## config.mk

```make
export PLATFORM = sky130hd
export DESIGN_NAME = vit_surv_mem
export DESIGN_NICKNAME = d
export VERILOG_FILES = /design/src/rtl/vit_sp_pkg.sv /design/src/rtl/vit_sp_bank.sv /design/src/rtl/vit_sp_fill.sv /design/src/rtl/vit_sp_out.sv /design/src/rtl/vit_surv_mem.sv
export SDC_FILE = /design/constraint.sdc
export NUM_CORES = 1
export LEC_CHECK = 0
export BUFFER_PORTS_ARGS = -buffer_cell sky130_fd_sc_hd__buf_2
export CAP_MARGIN = 0
export CORE_MARGIN = 2
export CORE_UTILIZATION = 51
export DETAILED_ROUTE_END_ITERATION = 8
export PLACE_DENSITY = 0.67
export SETUP_SLACK_MARGIN = 0.02
export SLEW_MARGIN = 20
export SYNTH_ARGS = -nofsm -noshare
export SYNTH_HDL_FRONTEND = slang
export SYNTH_SLANG_ARGS = --single-unit
```

## constraint.sdc

```tcl
create_clock -name clk_i -period 3.55 [get_ports clk_i]
set_clock_uncertainty 0.1 [all_clocks]
set_input_delay 0.355 -clock clk_i [delete_from_list [all_inputs] [get_ports clk_i]]
set_output_delay 0.355 -clock clk_i [all_outputs]
set_load 0.05 [all_outputs]
```

## src/rtl/vit_sp_pkg.sv

```systemverilog
package vit_sp_pkg;

    // Operation applied to the survivor memory in one cycle
    typedef enum logic [1:0] {
        OP_IDLE   = 2'd0,
        OP_CLEAR  = 2'd1,
        OP_DECIDE = 2'd2,
        OP_DRAIN  = 2'd3
    } stage_op_e;

endpackage

```

## src/rtl/vit_sp_bank.sv

```systemverilog
module vit_sp_bank
    import vit_sp_pkg::*;
#(
    parameter  int SB = 2,
    parameter  int W  = 16,
    localparam int NS = 1 << SB
) (
    input  logic                    clk_i,
    input  logic                    rst_ni,
    input  stage_op_e               op_i,
    input  logic [NS-1:0]           dec_i,
    output logic [NS-1:0][W-1:0]    surv_q_o,
    output logic [NS-1:0]           nxt_msb_o
);

    typedef struct packed {
        logic [NS-1:0][W-1:0] surv;
    } bank_t;

    bank_t st_d, st_q;

    logic [SB-1:0] pred_idx [NS];
    logic [NS-1:0] ins_bit;

    // Predecessor of state g is {g[SB-2:0], decision}; the bit entering is g's top bit
    generate
        for (genvar g = 0; g < NS; g++) begin : g_pred
            localparam logic [SB-1:0] SIDX = SB'(g);
            assign pred_idx[g] = {SIDX[SB-2:0], dec_i[g]};
            assign ins_bit[g]  = SIDX[SB-1];
        end
    endgenerate

    always_comb begin
        st_d = st_q;
        unique case (op_i)
            OP_CLEAR: st_d.surv = '0;
            OP_DECIDE: begin
                for (int n = 0; n < NS; n++) begin
                    st_d.surv[n] = {st_q.surv[pred_idx[n]][W-2:0], ins_bit[n]};
                end
            end
            default: ;
        endcase
    end

    always_ff @(posedge clk_i or negedge rst_ni) begin
        if (!rst_ni) begin
            st_q <= '0;
        end else begin
            st_q <= st_d;
        end
    end

    assign surv_q_o = st_q.surv;

    generate
        for (genvar g = 0; g < NS; g++) begin : g_msb
            assign nxt_msb_o[g] = st_d.surv[g][W-1];
        end
    endgenerate

endmodule

```

## src/rtl/vit_sp_fill.sv

```systemverilog
module vit_sp_fill
    import vit_sp_pkg::*;
#(
    parameter  int SB = 2,
    parameter  int W  = 16,
    localparam int CW = $clog2(W + 1),
    localparam int PW = $clog2(W)
) (
    input  logic            clk_i,
    input  logic            rst_ni,
    input  stage_op_e       op_i,
    input  logic [SB-1:0]   best_i,
    output logic [CW-1:0]   pend_o,
    output logic [SB-1:0]   fb_o,
    output logic            emit_dec_o,
    output logic            emit_drn_o,
    output logic [PW-1:0]   rd_pos_o
);

    typedef struct packed {
        logic [CW-1:0] pend;
        logic [SB-1:0] fb;
    } fill_t;

    fill_t st_d, st_q;

    always_comb begin
        st_d       = st_q;
        emit_dec_o = 1'b0;
        emit_drn_o = 1'b0;
        unique case (op_i)
            OP_CLEAR: begin
                st_d.pend = '0;
                st_d.fb   = '0;
            end
            OP_DECIDE: begin
                st_d.fb = best_i;
                if (st_q.pend == CW'(W - 1)) begin
                    emit_dec_o = 1'b1;
                end else begin
                    st_d.pend = st_q.pend + CW'(1);
                end
            end
            OP_DRAIN: begin
                if (st_q.pend != '0) begin
                    emit_drn_o = 1'b1;
                    st_d.pend  = st_q.pend - CW'(1);
                end
            end
            default: ;
        endcase
    end

    always_ff @(posedge clk_i or negedge rst_ni) begin
        if (!rst_ni) begin
            st_q <= '0;
        end else begin
            st_q <= st_d;
        end
    end

    assign pend_o   = st_q.pend;
    assign fb_o     = st_q.fb;
    assign rd_pos_o = PW'(st_q.pend - CW'(1));

endmodule

```

## src/rtl/vit_sp_out.sv

```systemverilog
module vit_sp_out
    import vit_sp_pkg::*;
#(
    parameter  int SB = 2,
    parameter  int W  = 16,
    localparam int NS = 1 << SB,
    localparam int PW = $clog2(W)
) (
    input  logic                    clk_i,
    input  logic                    rst_ni,
    input  stage_op_e               op_i,
    input  logic                    emit_dec_i,
    input  logic                    emit_drn_i,
    input  logic [SB-1:0]           best_i,
    input  logic [SB-1:0]           fb_i,
    input  logic [PW-1:0]           rd_pos_i,
    input  logic [NS-1:0][W-1:0]    surv_q_i,
    input  logic [NS-1:0]           nxt_msb_i,
    output logic                    bit_o,
    output logic                    vld_o
);

    typedef struct packed {
        logic dbit;
        logic vld;
    } out_t;

    out_t st_d, st_q;

    always_comb begin
        st_d     = st_q;
        st_d.vld = 1'b0;
        if (op_i == OP_CLEAR) begin
            st_d.dbit = 1'b0;
        end else if (emit_dec_i) begin
            st_d.dbit = nxt_msb_i[best_i];
            st_d.vld  = 1'b1;
        end else if (emit_drn_i) begin
            st_d.dbit = surv_q_i[fb_i][rd_pos_i];
            st_d.vld  = 1'b1;
        end
    end

    always_ff @(posedge clk_i or negedge rst_ni) begin
        if (!rst_ni) begin
            st_q <= '0;
        end else begin
            st_q <= st_d;
        end
    end

    assign bit_o = st_q.dbit;
    assign vld_o = st_q.vld;

endmodule

```

## src/rtl/vit_surv_mem.sv

```systemverilog
module vit_surv_mem
    import vit_sp_pkg::*;
#(
    parameter  int SB = 2,
    parameter  int W  = 16,
    localparam int NS = 1 << SB,
    localparam int CW = $clog2(W + 1),
    localparam int PW = $clog2(W)
) (
    input  logic            clk_i,
    input  logic            rst_ni,
    input  logic            start_i,
    input  logic            step_i,
    input  logic            flush_i,
    input  logic [NS-1:0]   dec_i,
    input  logic [SB-1:0]   best_i,
    output logic            bit_o,
    output logic            bit_vld_o
);

    stage_op_e              op;
    logic [NS-1:0][W-1:0]   surv_q;
    logic [NS-1:0]          nxt_msb;
    logic [CW-1:0]          pend;
    logic [SB-1:0]          fb;
    logic                   emit_dec;
    logic                   emit_drn;
    logic [PW-1:0]          rd_pos;

    // Start has priority; a step is a drain when flush is set
    always_comb begin
        op = OP_IDLE;
        if (start_i) begin
            op = OP_CLEAR;
        end else if (step_i) begin
            op = flush_i ? OP_DRAIN : OP_DECIDE;
        end
    end

    vit_sp_bank #(.SB(SB), .W(W)) bank_i (
        .clk_i     (clk_i),
        .rst_ni    (rst_ni),
        .op_i      (op),
        .dec_i     (dec_i),
        .surv_q_o  (surv_q),
        .nxt_msb_o (nxt_msb)
    );

    vit_sp_fill #(.SB(SB), .W(W)) fill_i (
        .clk_i      (clk_i),
        .rst_ni     (rst_ni),
        .op_i       (op),
        .best_i     (best_i),
        .pend_o     (pend),
        .fb_o       (fb),
        .emit_dec_o (emit_dec),
        .emit_drn_o (emit_drn),
        .rd_pos_o   (rd_pos)
    );

    vit_sp_out #(.SB(SB), .W(W)) out_i (
        .clk_i      (clk_i),
        .rst_ni     (rst_ni),
        .op_i       (op),
        .emit_dec_i (emit_dec),
        .emit_drn_i (emit_drn),
        .best_i     (best_i),
        .fb_i       (fb),
        .rd_pos_i   (rd_pos),
        .surv_q_i   (surv_q),
        .nxt_msb_i  (nxt_msb),
        .bit_o      (bit_o),
        .vld_o      (bit_vld_o)
    );

endmodule

```

==> flow_metrics.tcl, run 1 <==
set metrics [dict create \
    cts_tree "yes" \
    layout_common_cells "nand2_1 (70), dfrtp_1 (70), mux2i_1 (61), o21ai_0 (61), buf_2 (12)" \
    ys_types 40 \
    cpMostUsedCell "o31a_1" \
    slowest_delay_ps 670 \
    hold_viol 0 \
    avgSynthCellArea_um2 10.0 \
    p_per_area_nw_per_um2 382 \
    multiInputGateArea_um2 2080 \
    synth_area_leaders "dfrtp_1 (44%), mux2i_1 (15%), o21ai_0 (7.7%)" \
    cts_sinks 70 \
    coreArea_um2 7650 \
    whs_ps 159 \
    start_kind "flip-flop" \
    yosysWarnings 0 \
    cp-end-kind "flip-flop" \
    min_path_type "input port to flip-flop" \
    std_cell_rows 32 \
    worstPathCellList "inv_1 > ha_1 > xnor2_1 > a221oi_1 > a21oi_1 > nor2_1 > o31a_1 > o31a_1" \
    postRouteAntennaNets 0 \
    via_count 2920 \
    diodes 0 \
    path_class "flip-flop to flip-flop" \
    drc 0 \
    clk_latency_ps 350 \
    path_max_fanout 15 \
    cp_data_arrival_time_ps 2940 \
    syn2layout_area_growth_pct 7.81 \
    antenna_found_initial 0 \
    grt_pass1_wl_mm 14.8 \
    slew_viol_final 0 \
    syn_inst 398 \
    place_congestion 0.893 \
    cts.clk_slew.worst_paths_ps 80 \
    first_pass_iters 4 \
    die_w_um 92.4 \
    yosysTopAreaCell "dfrtp_1" \
    cts.path.max_buffers 2 \
    intPower_mw 1.20 \
    register_area_um2 1750 \
    final_net_count 415 \
    cts_setup_buffers 0 \
    ios 13 \
    fillers 651 \
    die_area_um2 8540 \
    power_frac_seq_pct 49.5 \
    p_total_mw 1.64 \
    p_sw_mw 0.442 \
    p_leak_nw 1.91 \
    switching_share_pct 26.9 \
    setup_viol 0 \
    syn_nets 418 \
    io_buffers 12 \
    cap_violations 0 \
    timing.fmax_mhz 356 \
    fp.dieH_um 92.4 \
    timing.setup.tns_ps 0 \
    yosysSeqAreaShare_pct 43.9 \
    synth_top_area_share_pct 43.9 \
    yosys_register_bits 70 \
    overflow 0 \
    grt_max_degree 65 \
    relSlewSlack_pct 48.5 \
    first_global_vias 2812 \
    htree_levels 3 \
    period_minus_slack_ps 2810 \
    critPathRequiredTime_ps 3680 \
    dpl.hpwl_mm 5.86 \
    route.detailed.wl_per_inst_um 17.7 \
    wirelength_mm 8.88 \
    worst_pin_slew_ps 773 \
    synth_area_um2 3990 \
    timing.critical_path.slowest_stage_cell "dfrtp_1" \
    cts_root_buffer "clkbuf_8" \
    grt_usage_pct 22.2 \
    rsz0062_at_grt "no" \
    vias_per_cell 5.82 \
    post-route-period-util_pct 79.2 \
    status "finished, final reports clean" \
    max-vdd-ir-drop_v 0.000227 \
    combPwrFrac_pct 9.7 \
    initial_core_util_pct 52.1 \
    first_iter_violations 191 \
    drive_gt1_share_pct 11.8 \
    cts_buffers 9 \
    power.share.clock_pct 40.8 \
]
==> worst paths after layout <==
| path | end | from | slack, ps | depth (start not counted) |
|---|---|---|---|---|
| setup / recovery | out_i.bit_o | fill_i.pend_o[0] | 740 | 8 |
| hold reg to reg | bank_i.surv_q_o[31] | bank_i.surv_q_o[31] | 430 | 2 |
| max in group asynchronous | bank_i.surv_q_o[13] | rst_ni | 2030 | 3 |
| setup reg to reg | out_i.bit_o | fill_i.pend_o[0] | 740 | 8 |
| min in group asynchronous | bank_i.surv_q_o[59] | rst_ni | 510 | 2 |
| hold / removal | fill_i.fb_o[1] | best_i[1] | 160 | 2 |
==> power by group through the flow <==
stage          Clock (mW)  Combinational (mW)  Sequential (mW)
3_3_place_gp            0               0.159            0.829
4_1_cts             0.684               0.160            0.813
6_report            0.669               0.160            0.813
2_1_floorplan           0               0.117            0.821
3_5_place_dp            0               0.159            0.829
5_1_grt             0.723               0.175            0.814
==> what timing repair did <==
| item | CTS | global route |
|---|---|---|
| gates resized for setup | 0 | 0 |
| hold endpoints to repair | 13 | 0 |
| hold buffers | 1 | 0 |
| endpoints found under the setup margin | 0 | 0 |
==> logic make-up (layout without fill, tap and decap cells) <==
| kind of cell | after synthesis | count (layout) | share of synthesized area (%) |
|---|---|---|---|
| muxes | 77 | 77 | 23.1 |
| buffers and inverters | 38 | 40 | 3.89 |
| and+or+nand+nor | 107 | 107 | 11.9 |
| adders and majority gates | 9 | 9 | 2.82 |
| AOI/OAI and AO/OA | 93 | 93 | 13.5 |
| DFF | 70 | 70 | 43.9 |
| xor gates and xnor gates | 4 | 4 | 0.879 |
==> cell type report <==
class | instances | area share [%]
Inverter | 6 | 0.524
Clock buffer | 10 | 3.20
Clock inverter | 6 | 1.60
Timing Repair Buffer | 18 | 2.50
Sequential cell | 70 | 40.7
Tap cell | 102 | 2.97
Multi-Input combinational cell | 290 | 48.5
==> metal layers <==
layer,wire length [um],global-route usage (%)
met5,0,0
met4,60,3.73
met3,292,5.13
met2,4270,33.5
met1,4260,33.4
==> state kept, by name (all words and copies together) (netlist names) <==
name and flops:
out_i.bit_o 1, bank_i.surv_q_o 61, out_i.vld_o 1, fill_i.fb_o 2, fill_i.pend_o 5
==> synth_stat cells <==
library cell   n
a221o_1        1
o21ai_1        1
a22o_1         4
mux4_2         5
buf_6          1
a31oi_1        2
mux4_1         5
inv_1          6
and2_1         2
buf_1          4
xnor2_1        3
a2111oi_0      1
o22ai_1        3
ha_1           9
nor2b_1        7
nor2_1         7
a21o_1         1
buf_2          4
a221oi_1       2
o2111ai_1      1
nor4_1         4
nand2b_1       5
clkbuf_1      23
o21ai_0       61
nor2_2         1
mux2_2         6
o31a_1         2
nor3_1         5
a41oi_1        1
o31ai_1        1
dfrtp_1       70
xor2_1         1
mux2i_1       61
a211oi_1       4
and3_1         1
nor4b_2        1
a21oi_1        7
a32oi_1        1
nand2_1       70
nand3_1        4
==> metrics by stage <==
| step | std cells | setup slack [ps] | cell area [um2] | util [%] |
|---|---|---|---|---|
| 2_1_floorplan | 398 | 1320 | 3990 | - |
| 3_3_place_gp | 485 | 738 | 4080 | 53.4 |
| 3_5_place_dp | 485 | 763 | 4080 | 53.4 |
| 4_1_cts | 502 | 762 | 4300 | 56.2 |
| 5_1_grt | 502 | 536 | 4300 | 56.2 |
| 6_report | 502 | 740 | 4300 | 56.2 |
==> critical path, delay by kind of cell, from the launching register on <==
family,cells,cell delay (ps)
AOI/OAI and AO/OA,4,820
xor gates and xnor gates,1,430
adders and majority gates,1,330
buffers and inverters,1,300
DFF,1,670
and+or+nand+nor,1,50
No activity file was read; power rests on OpenSTA's default activity.
==> inputs of run 2 (changes only) <==
- clock period: 3.55 -> 2.6 ns (I/O delays scaled with it)
==> flow_metrics.tcl, run 2 (synthesized netlist as in run 1, its figures left out) <==
set metrics [dict create \
    fillers 669 \
    initial_core_util_pct 52.1 \
    wirelength_mm 9.05 \
    cpMostUsedCell "o31a_1" \
    path_max_fanout 8 \
    cts_buffers 9 \
    io_buffers 12 \
    slew_viol_final 0 \
    via_count 2989 \
    startpoint "fill_i.fb_o[0]" \
    hold_end "fill_i.fb_o[0]" \
    grt_max_degree 35 \
    cts.clk_slew.worst_paths_ps 80 \
    place_area_um2 4210 \
    layout_common_cells "nand2_1 (70), dfrtp_1 (70), mux2i_1 (61), o21ai_0 (61), buf_4 (19)" \
    die_area_um2 8540 \
    dpl.hpwl_mm 6.15 \
    dp.cells 500 \
    worst_pin_slew_ps 585 \
    worstPathCellList "buf_4 > mux4_1 > nand2_1 > a21oi_1 > o31a_1 > o31a_1" \
    grt_pass1_wl_mm 15.7 \
    coreArea_um2 7650 \
    largest_reg_flops 61 \
    drive_gt1_share_pct 14.9 \
    min_path_type "input port to flip-flop" \
    p_per_area_nw_per_um2 528 \
    path_class "flip-flop to flip-flop" \
    layoutNonFillerInstCount 517 \
    first_pass_iters 4 \
    hold_viol 0 \
    first_iter_violations 216 \
    route.detailed.wl_per_inst_um 17.5 \
    final_net_count 430 \
    critPathRequiredTime_ps 2750 \
    setup_viol 0 \
    hold_path_startpoint "best_i[0]" \
    holdPathStages 2 \
    p_total_mw 2.34 \
    cts_tree "yes" \
    slowest_delay_ps 610 \
    start_kind "flip-flop" \
    timing.fmax_mhz 433 \
    whs_ps 58.6 \
    r2r_setup_slack_ps 290 \
    cap_violations 0 \
    rsz0062_at_grt "no" \
    std_cell_rows 32 \
    antenna_found_initial 0 \
    cp-end-kind "flip-flop" \
    cts_sinks 70 \
    die_w_um 92.4 \
    relSlewSlack_pct 61.0 \
    post-route-period-util_pct 88.9 \
    cts_root_buffer "clkbuf_8" \
    place_congestion 0.884 \
    timing.critical_path.slowest_stage_cell "dfrtp_1" \
    p_leak_nw 1.99 \
    design_area_um2 4440 \
    postRouteAntennaNets 0 \
    grt_usage_pct 23.5 \
    fp.dieH_um 92.4 \
    syn2layout_area_growth_pct 11.3 \
    cp_data_arrival_time_ps 2460 \
    ff2ff_path_depth 6 \
    post_cts.resized_instances 0 \
    vias_per_cell 5.78 \
    reg2reg_from "fill_i.fb_o[0]" \
    cts.path.max_buffers 2 \
    ios 13 \
    htree_levels 3 \
    first_global_vias 3037 \
    max-vdd-ir-drop_v 0.000302 \
    timing.rr.end "out_i.bit_o" \
    period_minus_slack_ps 2310 \
    overflow 0 \
    status "finished, final reports clean" \
    clk_latency_ps 350 \
    timing.setup.tns_ps 0 \
    drc 0 \
    diodes 0 \
]
run 2: cell types whose count changed in the layout (fill, tap and decap cells not counted):
cell        before  now
buf_4            5   19
buf_12           0    1
bufinv_16        1    2
clkbuf_8        10    9
clkinv_4         2    1
clkinvlp_4       1    2
run 2: what timing repair did:
action / in CTS / in global routing
setup buffers: 0 / 0
hold buffers: 1 / 0
endpoints found under the hold margin: 21 / 0
run 2: power breakdown:
group	leakage [nW]	internal, mW	switching, mW
Sequential	0.977	1.09	0.0101
Combinational	0.908	0.0897	0.157
Clock	0.106	0.543	0.451
Total	1.99	1.73	0.618
run 2: metrics by stage:
stage	util (%)	setup WS (ps)
floorplan	-	459
global placement	55.0	319
detailed placement	55.0	265
CTS	58.0	299
global route	58.0	151
finish	58.0	289
run 2: worst max-delay path by stage:
stage             endpoint  cells after the start
2_1_floorplan  out_i.bit_o                      9
3_3_place_gp   out_i.bit_o                     10
4_1_cts        out_i.bit_o                      6
5_1_grt        out_i.bit_o                      8
6_report       out_i.bit_o                      6
3_5_place_dp   out_i.bit_o                     10
run 2: critical path, delay by kind of cell (launching register included):
| family | cells | cell delay [ps] |
|---|---|---|
| AOI/OAI and AO/OA | 3 | 590 |
| buffers and inverters | 1 | 220 |
| and+or+nand+nor | 1 | 100 |
| DFF | 1 | 610 |
| muxes | 1 | 590 |
run 2: cell type report:
type / instances / area, um2 / area share (%)
timing repair buffer: 33 / 233 / 5.24
multi-input combinational: 290 / 2080 / 46.9
tap: 102 / 128 / 2.87
inverter: 6 / 22.5 / 0.507
clock buffer: 9 / 124 / 2.79
sequential: 70 / 1750 / 39.5
clock inverter: 7 / 97.6 / 2.20
run 2: per-layer routing:
layer	up-vias	share of wire [%]	track usage, %
li1	1447	-	-
met1	1466	48	34.9
met2	62	46	35.2
met3	14	3.8	3.99
met4	0	1.7	7.71
met5	-	0	0
==> inputs of run 3 (changes only) <==
- clock period: 2.6 -> 2.23 ns (I/O delays scaled with it)
==> flow_metrics.tcl, run 3 (synthesized netlist as in run 1, its figures left out) <==
set metrics [dict create \
    postRouteAntennaNets 0 \
    switching_share_pct 27.5 \
    final_net_count 439 \
    p_per_area_nw_per_um2 560 \
    status "finished, final reports clean" \
    wirelength_mm 9.38 \
    cp_data_arrival_time_ps 2310 \
    grt_busiest_layer "met1" \
    power.share.clock_pct 36.1 \
    drive_gt1_share_pct 18.4 \
    reg2reg_from "fill_i.pend_o[0]" \
    std_cell_rows 32 \
    antenna_found_initial 0 \
    utilization_pct 59.0 \
    route.detailed.wl_per_inst_um 17.8 \
    cap_violations 0 \
    first_iter_violations 197 \
    critical_path_cell_count 9 \
    cts_tree "yes" \
    combPwrFrac_pct 12.9 \
    critPathTopFamily "simple AND/OR/NAND/NOR gates" \
    cts_root_buffer "clkbuf_8" \
    timing.rr.end "out_i.bit_o" \
    path_max_fanout 3 \
    via_count 3023 \
    slowest_delay_ps 400 \
    syn2layout_area_growth_pct 13.1 \
    place_congestion 0.904 \
    vias_per_cell 5.75 \
    grt_usage_pct 23.3 \
    hold_path_startpoint "best_i[1]" \
    met1_usage_pct 35.6 \
    drc 0 \
    worst_slack_ps 107 \
    fillers 673 \
    worst_pin_slew_ps 631 \
    max-vdd-ir-drop_v 0.000364 \
    path_class "flip-flop to flip-flop" \
    ff2ff_path_depth 9 \
    die_area_um2 8540 \
    grt_max_degree 47 \
    min_path_type "input port to flip-flop" \
    hold_viol 0 \
    first_pass_iters 4 \
    setup_viol 0 \
    start_kind "flip-flop" \
    cp_num_buf_inv 2 \
    holdPathStages 2 \
    io_buffers 12 \
    timing.setup.tns_ps 0 \
    r2r_setup_slack_ps 110 \
    final_common_cell "nand2_1" \
    fp.dieH_um 92.4 \
    period_minus_slack_ps 2120 \
    cts.clk_slew.worst_paths_ps 80 \
    first_global_vias 3010 \
    ios 13 \
    intPower_mw 1.83 \
    overflow 0 \
    slew_viol_final 0 \
    grt_pass1_wl_mm 15.7 \
    critPathRequiredTime_ps 2420 \
    cts_sinks 70 \
    hold_end "fill_i.fb_o[1]" \
    initial_core_util_pct 52.1 \
    timing.critical_path.slowest_stage_cell "dfrtp_1" \
    p_total_mw 2.53 \
    die_w_um 92.4 \
    worstPathCellList "inv_1 > ha_4 > buf_4 > xor2_1 > nand2_1 > nor4_2 > nor3_1 > a31oi_1 > o31a_1" \
    post-route-period-util_pct 95.2 \
    relSlewSlack_pct 57.9 \
    coreArea_um2 7650 \
    htree_levels 3 \
    diodes 0 \
    largest_reg_flops 61 \
    cts.path.max_buffers 2 \
    clk_latency_ps 350 \
    cts_buffers 9 \
    power_frac_seq_pct 51.0 \
    cp-end-kind "flip-flop" \
    p_leak_nw 2.02 \
    pre_cts_ws_ps -18.6 \
    dpl.hpwl_mm 6.34 \
    grt_use_met3_pct 2.69 \
    layout_common_cells "nand2_1 (70), dfrtp_1 (68), mux2i_1 (61), o21ai_0 (61), buf_4 (28)" \
    whs_ps 33.0 \
    met2_usage_pct 34.3 \
    p_sw_mw 0.695 \
    timing.fmax_mhz 471 \
]
[run 3: changes by cell type in the layout (fill, tap and decap cells not counted), sizes merged]
cell / change
buf: +9
clkinv: +1
inv: -1
clkbuf: +3
clkinvlp: -1
bufinv: -2
[run 3: layout make-up]
| cell class | instances | area, um2 | share of cell area [%] |
|---|---|---|---|
| multi-input combinational | 290 | 2140 | 47.4 |
| sequential | 70 | 1750 | 38.9 |
| timing repair buffer | 42 | 300 | 6.66 |
| clock buffer | 12 | 145 | 3.22 |
| tap | 102 | 128 | 2.83 |
| clock inverter | 4 | 22.5 | 0.499 |
| inverter | 6 | 22.5 | 0.499 |
[run 3: timing repair]
action                     in CTS  in global routing
gates resized for setup         0                 12
hold endpoints to repair       24                  0
setup endpoints to repair       0                  2
hold buffers                    1                  0
buffers inserted                0                  3
[run 3: worst max path at each step]
| stage | start | to | slack (ps) |
|---|---|---|---|
| 6_report | fill_i.pend_o[0] | out_i.bit_o | 110 |
| 4_1_cts | fill_i.pend_o[0] | out_i.bit_o | 20 |
| 5_1_grt | fill_i.pend_o[0] | out_i.bit_o | -40 |
| 2_1_floorplan | fill_i.pend_o[0] | out_i.bit_o | 90 |
| 3_3_place_gp | flush_i | out_i.bit_o | 70 |
| 3_5_place_dp | flush_i | out_i.bit_o | -20 |
[run 3: power groups by stage]
stage | Sequential [mW] | Combinational, mW | Clock [mW]
2_1_floorplan | 1.31 | 0.186 | 0
3_3_place_gp | 1.31 | 0.300 | 0
3_5_place_dp | 1.31 | 0.302 | 0
4_1_cts | 1.29 | 0.305 | 0.926
5_1_grt | 1.29 | 0.352 | 0.970
6_report | 1.29 | 0.326 | 0.912
[run 3: through the flow]
stage | std cells | cell area [um2]
floorplan | 398 | 3990
detailed placement | 506 | 4250
CTS | 523 | 4430
global placement | 506 | 4250
global route | 526 | 4510
finish | 526 | 4510
[run 3: layer usage]
metal,up-vias,part of all wire (%)
met2,45,46
met1,1499,50
met5,-,0
met3,16,2.5
met4,0,1.5
li1,1463,-
